## src/rtl/rsv_pkg.sv

```systemverilog
package rsv_pkg;
  localparam int MAX_ST = 8;
  localparam int IDX_W  = 3;

  // strobes from control to datapath
  typedef struct packed {
    logic             issueEn;
    logic             dispEn;
    logic [IDX_W-1:0] allocIdx;
    logic [IDX_W-1:0] dispIdx;
  } rsv_strb_t;
endpackage

```

## src/rtl/rsv_ctrl.sv

```systemverilog
module rsv_ctrl
  import rsv_pkg::*;
#(
  parameter int NUM_ST    = 3,
  parameter int LATENCY   = 4,
  parameter bit PIPELINED = 1'b1
) (
  input  logic              clk,
  input  logic              rst_n,
  input  logic              issueValid,
  input  logic [NUM_ST-1:0] validVec,
  input  logic [NUM_ST-1:0] readyVec,
  output rsv_strb_t         strb,
  output logic              full
);
  localparam int AGE_W = $clog2(NUM_ST + 1);
  localparam int GAP_W = $clog2(LATENCY + 1);

  // age = number of younger occupied slots
  logic [AGE_W-1:0] age [NUM_ST];
  logic             canDisp;
  logic             found;
  logic [AGE_W-1:0] bestAge;
  logic [AGE_W-1:0] dispAge;

  always_comb begin
    full          = &validVec;
    strb.issueEn  = issueValid && !full;
    strb.allocIdx = '0;
    for (int i = NUM_ST - 1; i >= 0; i--)
      if (!validVec[i]) strb.allocIdx = IDX_W'(i);
    found        = 1'b0;
    bestAge      = '0;
    strb.dispIdx = '0;
    for (int i = 0; i < NUM_ST; i++) begin
      if (readyVec[i] && (!found || age[i] > bestAge)) begin
        found        = 1'b1;
        bestAge      = age[i];
        strb.dispIdx = IDX_W'(i);
      end
    end
    strb.dispEn = found && canDisp;
    dispAge     = bestAge;
  end

  always_ff @(posedge clk or negedge rst_n) begin
    if (!rst_n) begin
      for (int i = 0; i < NUM_ST; i++) age[i] <= '0;
    end else begin
      for (int i = 0; i < NUM_ST; i++) begin
        if (strb.issueEn && strb.allocIdx == IDX_W'(i))
          age[i] <= '0;
        else if (validVec[i] && !(strb.dispEn && strb.dispIdx == IDX_W'(i)))
          age[i] <= age[i] + AGE_W'(strb.issueEn)
                    - AGE_W'(strb.dispEn && age[i] > dispAge);
      end
    end
  end

  if (PIPELINED) begin : gPipe
    assign canDisp = 1'b1;
  end else begin : gBlock
    logic [GAP_W-1:0] gapCnt;
    always_ff @(posedge clk or negedge rst_n) begin
      if (!rst_n)               gapCnt <= '0;
      else if (strb.dispEn)     gapCnt <= GAP_W'(LATENCY - 1);
      else if (gapCnt != '0)    gapCnt <= gapCnt - 1'b1;
    end
    assign canDisp = (gapCnt == '0);

    if (LATENCY > 1) begin : gGapChk
      assert_block_gap_R7: assert property (@(posedge clk) disable iff (!rst_n)
        strb.dispEn |=> !strb.dispEn);
    end
  end

  initial begin
    assert_slot_limit: assert (NUM_ST >= 2 && NUM_ST <= MAX_ST);
  end
endmodule

```

## src/rtl/rsv_data.sv

```systemverilog
module rsv_data
  import rsv_pkg::*;
#(
  parameter int NUM_ST  = 3,
  parameter int LATENCY = 4,
  parameter int DATA_W  = 16,
  parameter int TAG_W   = 4,
  parameter int OP_W    = 4
) (
  input  logic              clk,
  input  logic              rst_n,
  input  rsv_strb_t         strb,
  input  logic [OP_W-1:0]   issueOp,
  input  logic [TAG_W-1:0]  issueTag,
  input  logic              src1Ready,
  input  logic [DATA_W-1:0] src1Val,
  input  logic [TAG_W-1:0]  src1Tag,
  input  logic              src2Ready,
  input  logic [DATA_W-1:0] src2Val,
  input  logic [TAG_W-1:0]  src2Tag,
  input  logic              busValid,
  input  logic [TAG_W-1:0]  busTag,
  input  logic [DATA_W-1:0] busVal,
  output logic [NUM_ST-1:0] validVec,
  output logic [NUM_ST-1:0] readyVec,
  output logic              resValid,
  output logic [TAG_W-1:0]  resTag,
  output logic [OP_W-1:0]   resOp,
  output logic [DATA_W-1:0] resA,
  output logic [DATA_W-1:0] resB
);
  logic [NUM_ST-1:0] rdyA, rdyB, dispHit;
  logic [OP_W-1:0]   stOp   [NUM_ST];
  logic [TAG_W-1:0]  stTag  [NUM_ST];
  logic [TAG_W-1:0]  waitA  [NUM_ST];
  logic [TAG_W-1:0]  waitB  [NUM_ST];
  logic [DATA_W-1:0] valA   [NUM_ST];
  logic [DATA_W-1:0] valB   [NUM_ST];

  logic              hit1, hit2;
  logic [OP_W-1:0]   dOp;
  logic [TAG_W-1:0]  dTag;
  logic [DATA_W-1:0] dA, dB;

  assign hit1     = busValid && busTag == src1Tag;
  assign hit2     = busValid && busTag == src2Tag;
  assign readyVec = validVec & rdyA & rdyB;

  always_comb begin
    dOp = '0; dTag = '0; dA = '0; dB = '0;
    for (int i = 0; i < NUM_ST; i++) begin
      dispHit[i] = strb.dispEn && strb.dispIdx == IDX_W'(i);
      if (dispHit[i]) begin
        dOp = stOp[i]; dTag = stTag[i]; dA = valA[i]; dB = valB[i];
      end
    end
  end

  always_ff @(posedge clk or negedge rst_n) begin
    if (!rst_n) begin
      validVec <= '0; rdyA <= '0; rdyB <= '0;
      for (int i = 0; i < NUM_ST; i++) begin
        stOp[i] <= '0; stTag[i] <= '0; waitA[i] <= '0; waitB[i] <= '0;
        valA[i] <= '0; valB[i] <= '0;
      end
    end else begin
      for (int i = 0; i < NUM_ST; i++) begin
        if (strb.issueEn && strb.allocIdx == IDX_W'(i)) begin
          validVec[i] <= 1'b1;
          stOp[i]     <= issueOp;
          stTag[i]    <= issueTag;
          waitA[i]    <= src1Tag;
          waitB[i]    <= src2Tag;
          rdyA[i]     <= src1Ready || hit1;
          rdyB[i]     <= src2Ready || hit2;
          valA[i]     <= src1Ready ? src1Val : busVal;
          valB[i]     <= src2Ready ? src2Val : busVal;
        end else begin
          if (dispHit[i]) validVec[i] <= 1'b0;
          if (validVec[i] && !rdyA[i] && busValid && busTag == waitA[i]) begin
            rdyA[i] <= 1'b1; valA[i] <= busVal;
          end
          if (validVec[i] && !rdyB[i] && busValid && busTag == waitB[i]) begin
            rdyB[i] <= 1'b1; valB[i] <= busVal;
          end
        end
      end
    end
  end

  // fixed-latency unit model
  logic [LATENCY-1:0] pV;
  logic [OP_W-1:0]    pOp  [LATENCY];
  logic [TAG_W-1:0]   pTag [LATENCY];
  logic [DATA_W-1:0]  pA   [LATENCY];
  logic [DATA_W-1:0]  pB   [LATENCY];

  always_ff @(posedge clk or negedge rst_n) begin
    if (!rst_n) begin
      pV <= '0;
      for (int k = 0; k < LATENCY; k++) begin
        pOp[k] <= '0; pTag[k] <= '0; pA[k] <= '0; pB[k] <= '0;
      end
    end else begin
      pV[0] <= strb.dispEn; pOp[0] <= dOp; pTag[0] <= dTag;
      pA[0] <= dA;          pB[0]  <= dB;
      for (int k = 1; k < LATENCY; k++) begin
        pV[k] <= pV[k-1]; pOp[k] <= pOp[k-1]; pTag[k] <= pTag[k-1];
        pA[k] <= pA[k-1]; pB[k]  <= pB[k-1];
      end
    end
  end

  assign resValid = pV[LATENCY-1];
  assign resOp    = pOp[LATENCY-1];
  assign resTag   = pTag[LATENCY-1];
  assign resA     = pA[LATENCY-1];
  assign resB     = pB[LATENCY-1];

  assert_disp_ready_R2: assert property (@(posedge clk) disable iff (!rst_n)
    strb.dispEn |-> (dispHit & readyVec) != '0);

  assert_full_drain_R6: assert property (@(posedge clk) disable iff (!rst_n)
    (&validVec) |=> $countones(validVec) >= NUM_ST - 1);

  for (genvar g = 0; g < NUM_ST; g++) begin : gWake
    assert_wake_next_R3: assert property (@(posedge clk) disable iff (!rst_n)
      (validVec[g] && !rdyA[g] && busValid && busTag == waitA[g]) |=> rdyA[g]);
    assert_issue_catch_R4: assert property (@(posedge clk) disable iff (!rst_n)
      (strb.issueEn && strb.allocIdx == IDX_W'(g) && hit1) |=> rdyA[g]);
  end
endmodule

```

## src/rtl/rsv_pool.sv

```systemverilog
module rsv_pool
  import rsv_pkg::*;
#(
  parameter int NUM_ST    = 3,
  parameter int LATENCY   = 4,
  parameter bit PIPELINED = 1'b1,
  parameter int DATA_W    = 16,
  parameter int TAG_W     = 4,
  parameter int OP_W      = 4
) (
  input  logic              clk,
  input  logic              rst_n,
  input  logic              issueValid,
  input  logic [OP_W-1:0]   issueOp,
  input  logic [TAG_W-1:0]  issueTag,
  input  logic              src1Ready,
  input  logic [DATA_W-1:0] src1Val,
  input  logic [TAG_W-1:0]  src1Tag,
  input  logic              src2Ready,
  input  logic [DATA_W-1:0] src2Val,
  input  logic [TAG_W-1:0]  src2Tag,
  input  logic              busValid,
  input  logic [TAG_W-1:0]  busTag,
  input  logic [DATA_W-1:0] busVal,
  output logic              full,
  output logic              resValid,
  output logic [TAG_W-1:0]  resTag,
  output logic [OP_W-1:0]   resOp,
  output logic [DATA_W-1:0] resA,
  output logic [DATA_W-1:0] resB
);
  rsv_strb_t         strb;
  logic [NUM_ST-1:0] validVec, readyVec;

  rsv_ctrl #(.NUM_ST(NUM_ST), .LATENCY(LATENCY), .PIPELINED(PIPELINED)) uCtrl (
    .clk(clk), .rst_n(rst_n), .issueValid(issueValid),
    .validVec(validVec), .readyVec(readyVec), .strb(strb), .full(full)
  );

  rsv_data #(.NUM_ST(NUM_ST), .LATENCY(LATENCY), .DATA_W(DATA_W),
             .TAG_W(TAG_W), .OP_W(OP_W)) uData (
    .clk(clk), .rst_n(rst_n), .strb(strb),
    .issueOp(issueOp), .issueTag(issueTag),
    .src1Ready(src1Ready), .src1Val(src1Val), .src1Tag(src1Tag),
    .src2Ready(src2Ready), .src2Val(src2Val), .src2Tag(src2Tag),
    .busValid(busValid), .busTag(busTag), .busVal(busVal),
    .validVec(validVec), .readyVec(readyVec),
    .resValid(resValid), .resTag(resTag), .resOp(resOp), .resA(resA), .resB(resB)
  );
endmodule

```

## config.mk

```make
export PLATFORM = sky130hd
export DESIGN_NAME = rsv_pool
export DESIGN_NICKNAME = d
export VERILOG_FILES = /design/src/rtl/rsv_pkg.sv /design/src/rtl/rsv_ctrl.sv /design/src/rtl/rsv_data.sv /design/src/rtl/rsv_pool.sv
export SDC_FILE = /design/constraint.sdc
export NUM_CORES = 1
export LEC_CHECK = 0
export ABC_AREA = 1
export ABC_CLOCK_PERIOD_IN_PS = 5900
export CELL_PAD_IN_SITES_DETAIL_PLACEMENT = 0
export CELL_PAD_IN_SITES_GLOBAL_PLACEMENT = 1
export CORE_ASPECT_RATIO = 1.25
export CORE_MARGIN = 4
export CORE_UTILIZATION = 45
export DETAILED_ROUTE_END_ITERATION = 6
export PLACE_DENSITY = 0.87
export SETUP_SLACK_MARGIN = 0.3
export SLEW_MARGIN = 20
export SYNTH_ARGS = -nofsm -noshare
export SYNTH_HDL_FRONTEND = slang
export SYNTH_SLANG_ARGS = --single-unit
```

## constraint.sdc

```tcl
create_clock -name clk -period 5.9 [get_ports clk]
set_input_delay 1.77 -clock clk [delete_from_list [all_inputs] [get_ports clk]]
set_output_delay 1.77 -clock clk [all_outputs]
set_load 0.05 [all_outputs]
```

After elaboration in Yosys (flattened, before gate mapping)

Index checks and enable logic that the tools add are counted.

$add $sub $neg: 6
Reduce and logical (&&, ||, !) cells: 66
Eq/ne operators: 12
$lt $le $gt $ge: 5
Bitwise operators: 2
Muxes and demuxes: 61

Operators by type and width:

| cell                                                | number |
|---|---|
| two-way mux 16 bit                                  | 20 |
| logical AND 1 bit                                   | 35 |
| equality test 4 bit                                 | 8 |
| two-way mux 4 bit                                   | 6 |
| nonzero test 2 bit                                  | 12 |
| two-way mux 1 bit                                   | 22 |
| two-way mux 2 bit                                   | 11 |
| zero test 1 bit                                     | 12 |
| > comparator 2 bit                                  | 5 |
| adder 2 x 1 -> 2 bit                                | 3 |
| bitwise AND 3 bit                                   | 2 |
| zero test 3 bit                                     | 2 |
| two-way mux 3 bit                                   | 2 |
| subtractor 2 x 1 -> 2 bit                           | 3 |
| logical OR 1 bit                                    | 4 |
| equality test 3 x 1 -> 1 bit, second input constant | 1 |
| equality test 3 x 2 -> 1 bit, second input constant | 1 |
| AND reduction 3 bit                                 | 1 |
| equality test 2 x 1 -> 1 bit, second input constant | 1 |
| equality test 2 bit, second input constant          | 1 |

Bits of input ports: 74
Output and inout bits: 42
Flip-flop bits (word level): 323

Longest topological paths before layout

Word-level depth: 17
Mapped depth: 34

Cells and area by module

From an unflattened synthesis, not the netlist that was laid out.

Cells, all modules: 1622
Area total of the unflattened synthesis: 14073.5 sq um

By module, submodules not included:

| module   | times used | cells each | area each (sq um) | seq. area each (sq um) |
|---|---|---|---|---|
| rsv_data | 1          | 1501       | 13244.0           | 7932.6 |
| rsv_ctrl | 1          | 121        | 829.5             | 150.1 |

Worst setup path before layout

Ideal clock, no wire load.

Path kind: register -> register
From: register uData.validVec[0]
To: register uCtrl.age[1] (netlist name)
Path slack: 1.658 ns
Cell stages (with the launch flop): 29
Clock period less this slack: 4.242 ns
Data required time: 5.773 ns
Data arrival time: 4.115 ns
Cell sequence: dfrtp_1 > buf_4 > nand3_1 > inv_1 > nand2_1 > ha_1 > inv_1 > o21bai_1 > nand2_1 > a21oi_2 > nand2_1 > and2_1 > ha_1 > nand2_1 > nand2_1 > nand2_1 > nand2_2 > nand2_2 > buf_2 > o21ai_0 > ha_1 > a21oi_1 > a211oi_1 > ha_1 > inv_1 > ha_1 > xnor2_1 > xor2_1 > o21ai_0

Cells in the longest elaborated chain, start to end: 16
Elaborated cells between the ends (all ways): 35
Classes of those cells: add/sub (2); order compare (3); eq/ne (2); mux (11); bitwise (2); reduce/logical (15)

RTL lines:

| what                                                                | line                           | text |
|---|---|---|
| start: declaration                                                  | rsv_data.sv:24                 | `output logic [NUM_ST-1:0] validVec,` |
| start signal: assignment                                            | rsv_data.sv:61                 | `validVec <= '0; rdyA <= '0; rdyB <= '0;` |
| start signal: indexed assignment                                    | rsv_data.sv:69                 | `validVec[i] <= 1'b1;` |
| start signal: indexed assignment                                    | rsv_data.sv:79                 | `if (dispHit[i]) validVec[i] <= 1'b0;` |
| bitwise AND 3 bit (2 in series)                                     | rsv_data.sv:47                 | `assign readyVec = validVec & rdyA & rdyB;` |
| two-way mux 2 bit / two-way mux 1 bit (equally long branches)       | rsv_ctrl.sv:36                 | `if (readyVec[i] && (!found \|\| age[i] > bestAge)) begin` |
| > comparator 2 bit / zero test 1 bit (equally long branches)        | rsv_ctrl.sv:36                 |  |
| logical OR 1 bit                                                    | rsv_ctrl.sv:36                 |  |
| logical AND 1 bit                                                   | rsv_ctrl.sv:36                 |  |
| two-way mux 2 bit / two-way mux 1 bit (equally long branches)       | rsv_ctrl.sv:36                 |  |
| > comparator 2 bit / zero test 1 bit (equally long branches)        | rsv_ctrl.sv:36                 |  |
| logical OR 1 bit                                                    | rsv_ctrl.sv:36                 |  |
| logical AND 1 bit                                                   | rsv_ctrl.sv:36                 |  |
| two-way mux 2 bit                                                   | rsv_ctrl.sv:36                 |  |
| > comparator 2 bit / equality test 2 bit (equally long branches)    | rsv_ctrl.sv:55, rsv_ctrl.sv:53 |  |
| logical AND 1 bit (on tied branches)                                | rsv_ctrl.sv:55, rsv_ctrl.sv:53 |  |
| subtractor 2 x 1 -> 2 bit / zero test 1 bit (equally long branches) | rsv_ctrl.sv:55, rsv_ctrl.sv:53 |  |
| two-way mux 2 bit / logical AND 1 bit (equally long branches)       | rsv_ctrl.sv:53                 | `else if (validVec[i] && !(strb.dispEn && strb.dispIdx == IDX_W'(i)))` |
| two-way mux 2 bit / nonzero test 2 bit (equally long branches)      | n/a                            |  |
| end signal: indexed assignment                                      | rsv_ctrl.sv:54                 | `age[i] <= age[i] + AGE_W'(strb.issueEn)` |
| end: declaration                                                    | rsv_ctrl.sv:20                 | `logic [AGE_W-1:0] age [NUM_ST];` |

Several ways; a longest one is shown, not always the timed one. The select of a mux whose other input is x is not followed.
A chain may end at the register's enable or synchronous reset.

Worst setup path in the final report

From: register uData.validVec[0]
To: register uCtrl.age[3] (netlist name)

Cells in the longest elaborated chain, start to end: 16
Elaborated cells between the ends (all ways): 35
Classes of those cells: add/sub (2); order compare (3); eq/ne (2); mux (11); bitwise (2); reduce/logical (15)

RTL lines:

| what                                                                      | line |
|---|---|
| bitwise AND 3 bit (2 in series)                                           | rsv_data.sv:47 |
| two-way mux 2 bit / two-way mux 1 bit (equally long branches)             | rsv_ctrl.sv:36 |
| > comparator 2 bit / zero test 1 bit (equally long branches)              | rsv_ctrl.sv:36 |
| logical OR 1 bit                                                          | rsv_ctrl.sv:36 |
| logical AND 1 bit                                                         | rsv_ctrl.sv:36 |
| two-way mux 2 bit / two-way mux 1 bit (equally long branches)             | rsv_ctrl.sv:36 |
| > comparator 2 bit / zero test 1 bit (equally long branches)              | rsv_ctrl.sv:36 |
| logical OR 1 bit                                                          | rsv_ctrl.sv:36 |
| logical AND 1 bit                                                         | rsv_ctrl.sv:36 |
| two-way mux 2 bit                                                         | rsv_ctrl.sv:36 |
| > comparator 2 bit / equality test 2 x 1 -> 1 bit (equally long branches) | rsv_ctrl.sv:55, rsv_ctrl.sv:53 |
| logical AND 1 bit (on tied branches)                                      | rsv_ctrl.sv:55, rsv_ctrl.sv:53 |
| subtractor 2 x 1 -> 2 bit / zero test 1 bit (equally long branches)       | rsv_ctrl.sv:55, rsv_ctrl.sv:53 |
| two-way mux 2 bit / logical AND 1 bit (equally long branches)             | rsv_ctrl.sv:53 |
| two-way mux 2 bit / nonzero test 2 bit (equally long branches)            | n/a |

Several ways; a longest one is shown, not always the timed one. The select of a mux whose other input is x is not followed.

==> metrics.cfg <==
[routing]
vias=10000
wl_um=32800
dr.pass1.iters=5
drc=0
routedWlPerCell_um=17.4
first_iter_violations=735
drtAntennaViolNets=0
viasPerCell=5.33

[layout]
nNetsFinal=1555
drive_gt1_share_pct=6.52
regArea_um2=8080
multiInputGateArea_um2=4370
diodes=0
area_growth_syn_to_layout_pct=16.8
fillers=2649

[worst_hold_path]
hold_class=flip-flop to flip-flop
whs_path_depth=0

[worst_setup_path]
crit_cells=28
worst-setup-path-type=flip-flop to flip-flop
critPathLaunch=uData.validVec[0]
slowest_delay_ps=520
slowest_stage=dfrtp_1
crit_end=uCtrl.age[3]
startpoint_type=flip-flop
crit_path_end_kind=flip-flop
reg2reg_from=uData.validVec[0]
reg2regPathDepth=28
reg2reg_slack_ps=930
r2r_end=uCtrl.age[3]
cp.arrival_ps=5460
path_common_cell=nand2_1
crit_buf_inv=3
crit_fanout=12
path_delay_family=simple AND/OR/NAND/NOR gates
worstPathRequired_ps=6400

[timing]
max_clock_freq_mhz=201
setup_viol=0
finalMaxSlewViolations=0
max_slew_margin_pct=26.5
timing.final.crit_share_pct=84.2
fin_skew_ps=8.49
tns_ps=0
rsz0062_at_grt=no
worst_pin_slew_ps=1100
setup_ws_ps=935
min_period_ps=4970
finalHoldViolations=0

[global_routing]
grt_pass1_vias=9991
grt_max_degree=108
antenna_found_initial=0
overflow=0
grt_usage_pct=20.0
grt_pass1_wl_um=53000

[placement]
hpwlAfterDp_um=20800
post-place-ws_ps=924
portBuffers=115
routabilityCongestion=0.851

[synthesis]
synth_top_area_cell=dfrtp_1
async_flop_share_pct=100
synth_top_area_share_pct=59.7
synth_seq_cells=323
synth-edff-count=0
avgSynthCellArea_um2=9.54
synth_cells=1420
synthesis.nets=1510
synth_most_common_cell=nand2_1
yosysUniqueCellTypes=35
synth_common_cells=nand2_1, dfrtp_1, nand3_1
synth_warnings=0
synth_seq_area_share_pct=59.7
yosys-top-cells-area=dfrtp_1, nand2_1, nand3_1
synth_area_um2=13500
synth-main-ff-cell=dfrtp_1

[floorplan]
die_y_um=202
initial_core_util_pct=45.9
num_rows=70
coreArea_um2=29500
die-area_um2=33000
die_w_um=163
io_pins=116

[power]
p_leak_nw=7.53
ir_worst_vdd_uv=271
cellPowerDensity_nw_per_um2=552

[cts]
post-cts-setup-buffer-count=0
cts_root_buf=clkbuf_16
numCtsBuffers=31
cts_hold_buf=0
clock_sinks=323
worst_skew_pair.late_latency_ps=560
htreeDepth=1
cts_tree=yes
clkTransAtPathRegs_ps=70
cts_resized=0
clockBufferDepth=3

[job]
drv_cap=0

[outcome]
status=finished, final reports clean

[worst min path at each step]
stage	end	start	slack (ps)
3_5_place_dp	uData.pA[19]	uData.pA[35]	330
2_1_floorplan	uData.pA[16]	uData.pA[32]	330
6_report	uData.pA[36]	uData.pA[52]	340
4_1_cts	uData.pA[41]	uData.pA[57]	350
5_1_grt	uData.pA[36]	uData.pA[52]	350
3_3_place_gp	uData.pA[21]	uData.pA[37]	330
[per-stage QoR]
step / total power (W) / std cells / util (%) / cell area (µm²) / hold WS, ps
floorplan: 0.00573 / 1420 / - / 13500 / 331
global placement: 0.00649 / 1828 / 49.7 / 14700 / 331
detailed placement: 0.00659 / 1828 / 49.7 / 14700 / 335
CTS: 0.00882 / 1883 / 53.6 / 15800 / 346
global route: 0.00935 / 1883 / 53.6 / 15800 / 347
finish: 0.00875 / 1883 / 53.6 / 15800 / 342
[sequential cells by signal, summed over array words and instances (netlist names), 16 cells and up]
| register | flops |
|---|---|
| uData.pB | 48 |
| uData.valA | 48 |
| uData.resA | 16 |
| uData.valB | 48 |
| uData.pA | 48 |
| uData.resB | 16 |
[placed cells by master, fill, tap and decap left out, types with 3 or more instances in the layout]
cell             Yosys  final
nand2_1            327    326
dfrtp_1            323    323
nand3_1            191    190
o21ai_0            150    150
clkdlybuf4s50_1      0    114
inv_1              102    102
o211ai_1            66     66
nor2_1              37     36
clkbuf_16            0     31
a21oi_1             23     23
buf_4               48     17
ha_1                16     16
xor2_1              11     11
xnor2_1             10     10
clkbuf_8             0     10
nand2_2              6      7
bufinv_16            0      7
inv_2                5      5
nand3_2              3      3
a211oi_1             3      3
clkinv_1             3      3
or2_0                3      3
o21ai_1              3      3
clkinvlp_4           0      3
clkbuf_1            22      3
[metal layers]
| metal | up-vias | GRT usage [%] | routed length [µm] |
|---|---|---|---|
| met5 | - | 0 | 0 |
| met4 | 0 | 6.44 | 933 |
| met1 | 4914 | 27.0 | 13700 |
| li1 | 4733 | - | - |
| met3 | 59 | 2.59 | 2170 |
| met2 | 324 | 33.7 | 16000 |
[where the power goes]
| group | internal, W | total, W | switching [W] | leakage, nW |
|---|---|---|---|---|
| combinational | 0.00100 | 0.00306 | 0.00206 | 2.84 |
| clock | 0.00139 | 0.00221 | 0.000823 | 0.561 |
| sequential | 0.00308 | 0.00347 | 0.000386 | 4.14 |
[cell type report]
cell class | instances | share of cell area [%]
Multi-Input combinational cell | 866 | 27.6
Clock buffer | 44 | 5.84
Timing Repair Buffer | 133 | 8.24
Clock inverter | 11 | 1.50
Inverter | 110 | 2.61
Tap cell | 396 | 3.13
Sequential cell | 323 | 51.1
[cells by family (layout without fill, tap and decap cells)]
family	count (synthesis)	count (layout)	share of synthesized area, %
compound gates	252	252	10.7
simple gates	577	577	18.5
fa+ha+maj	16	16	1.48
flops	323	323	59.7
buf+inv	231	298	8.30
xor+xnor	21	21	1.36
Note: power is estimated with default switching activity, not from simulation.
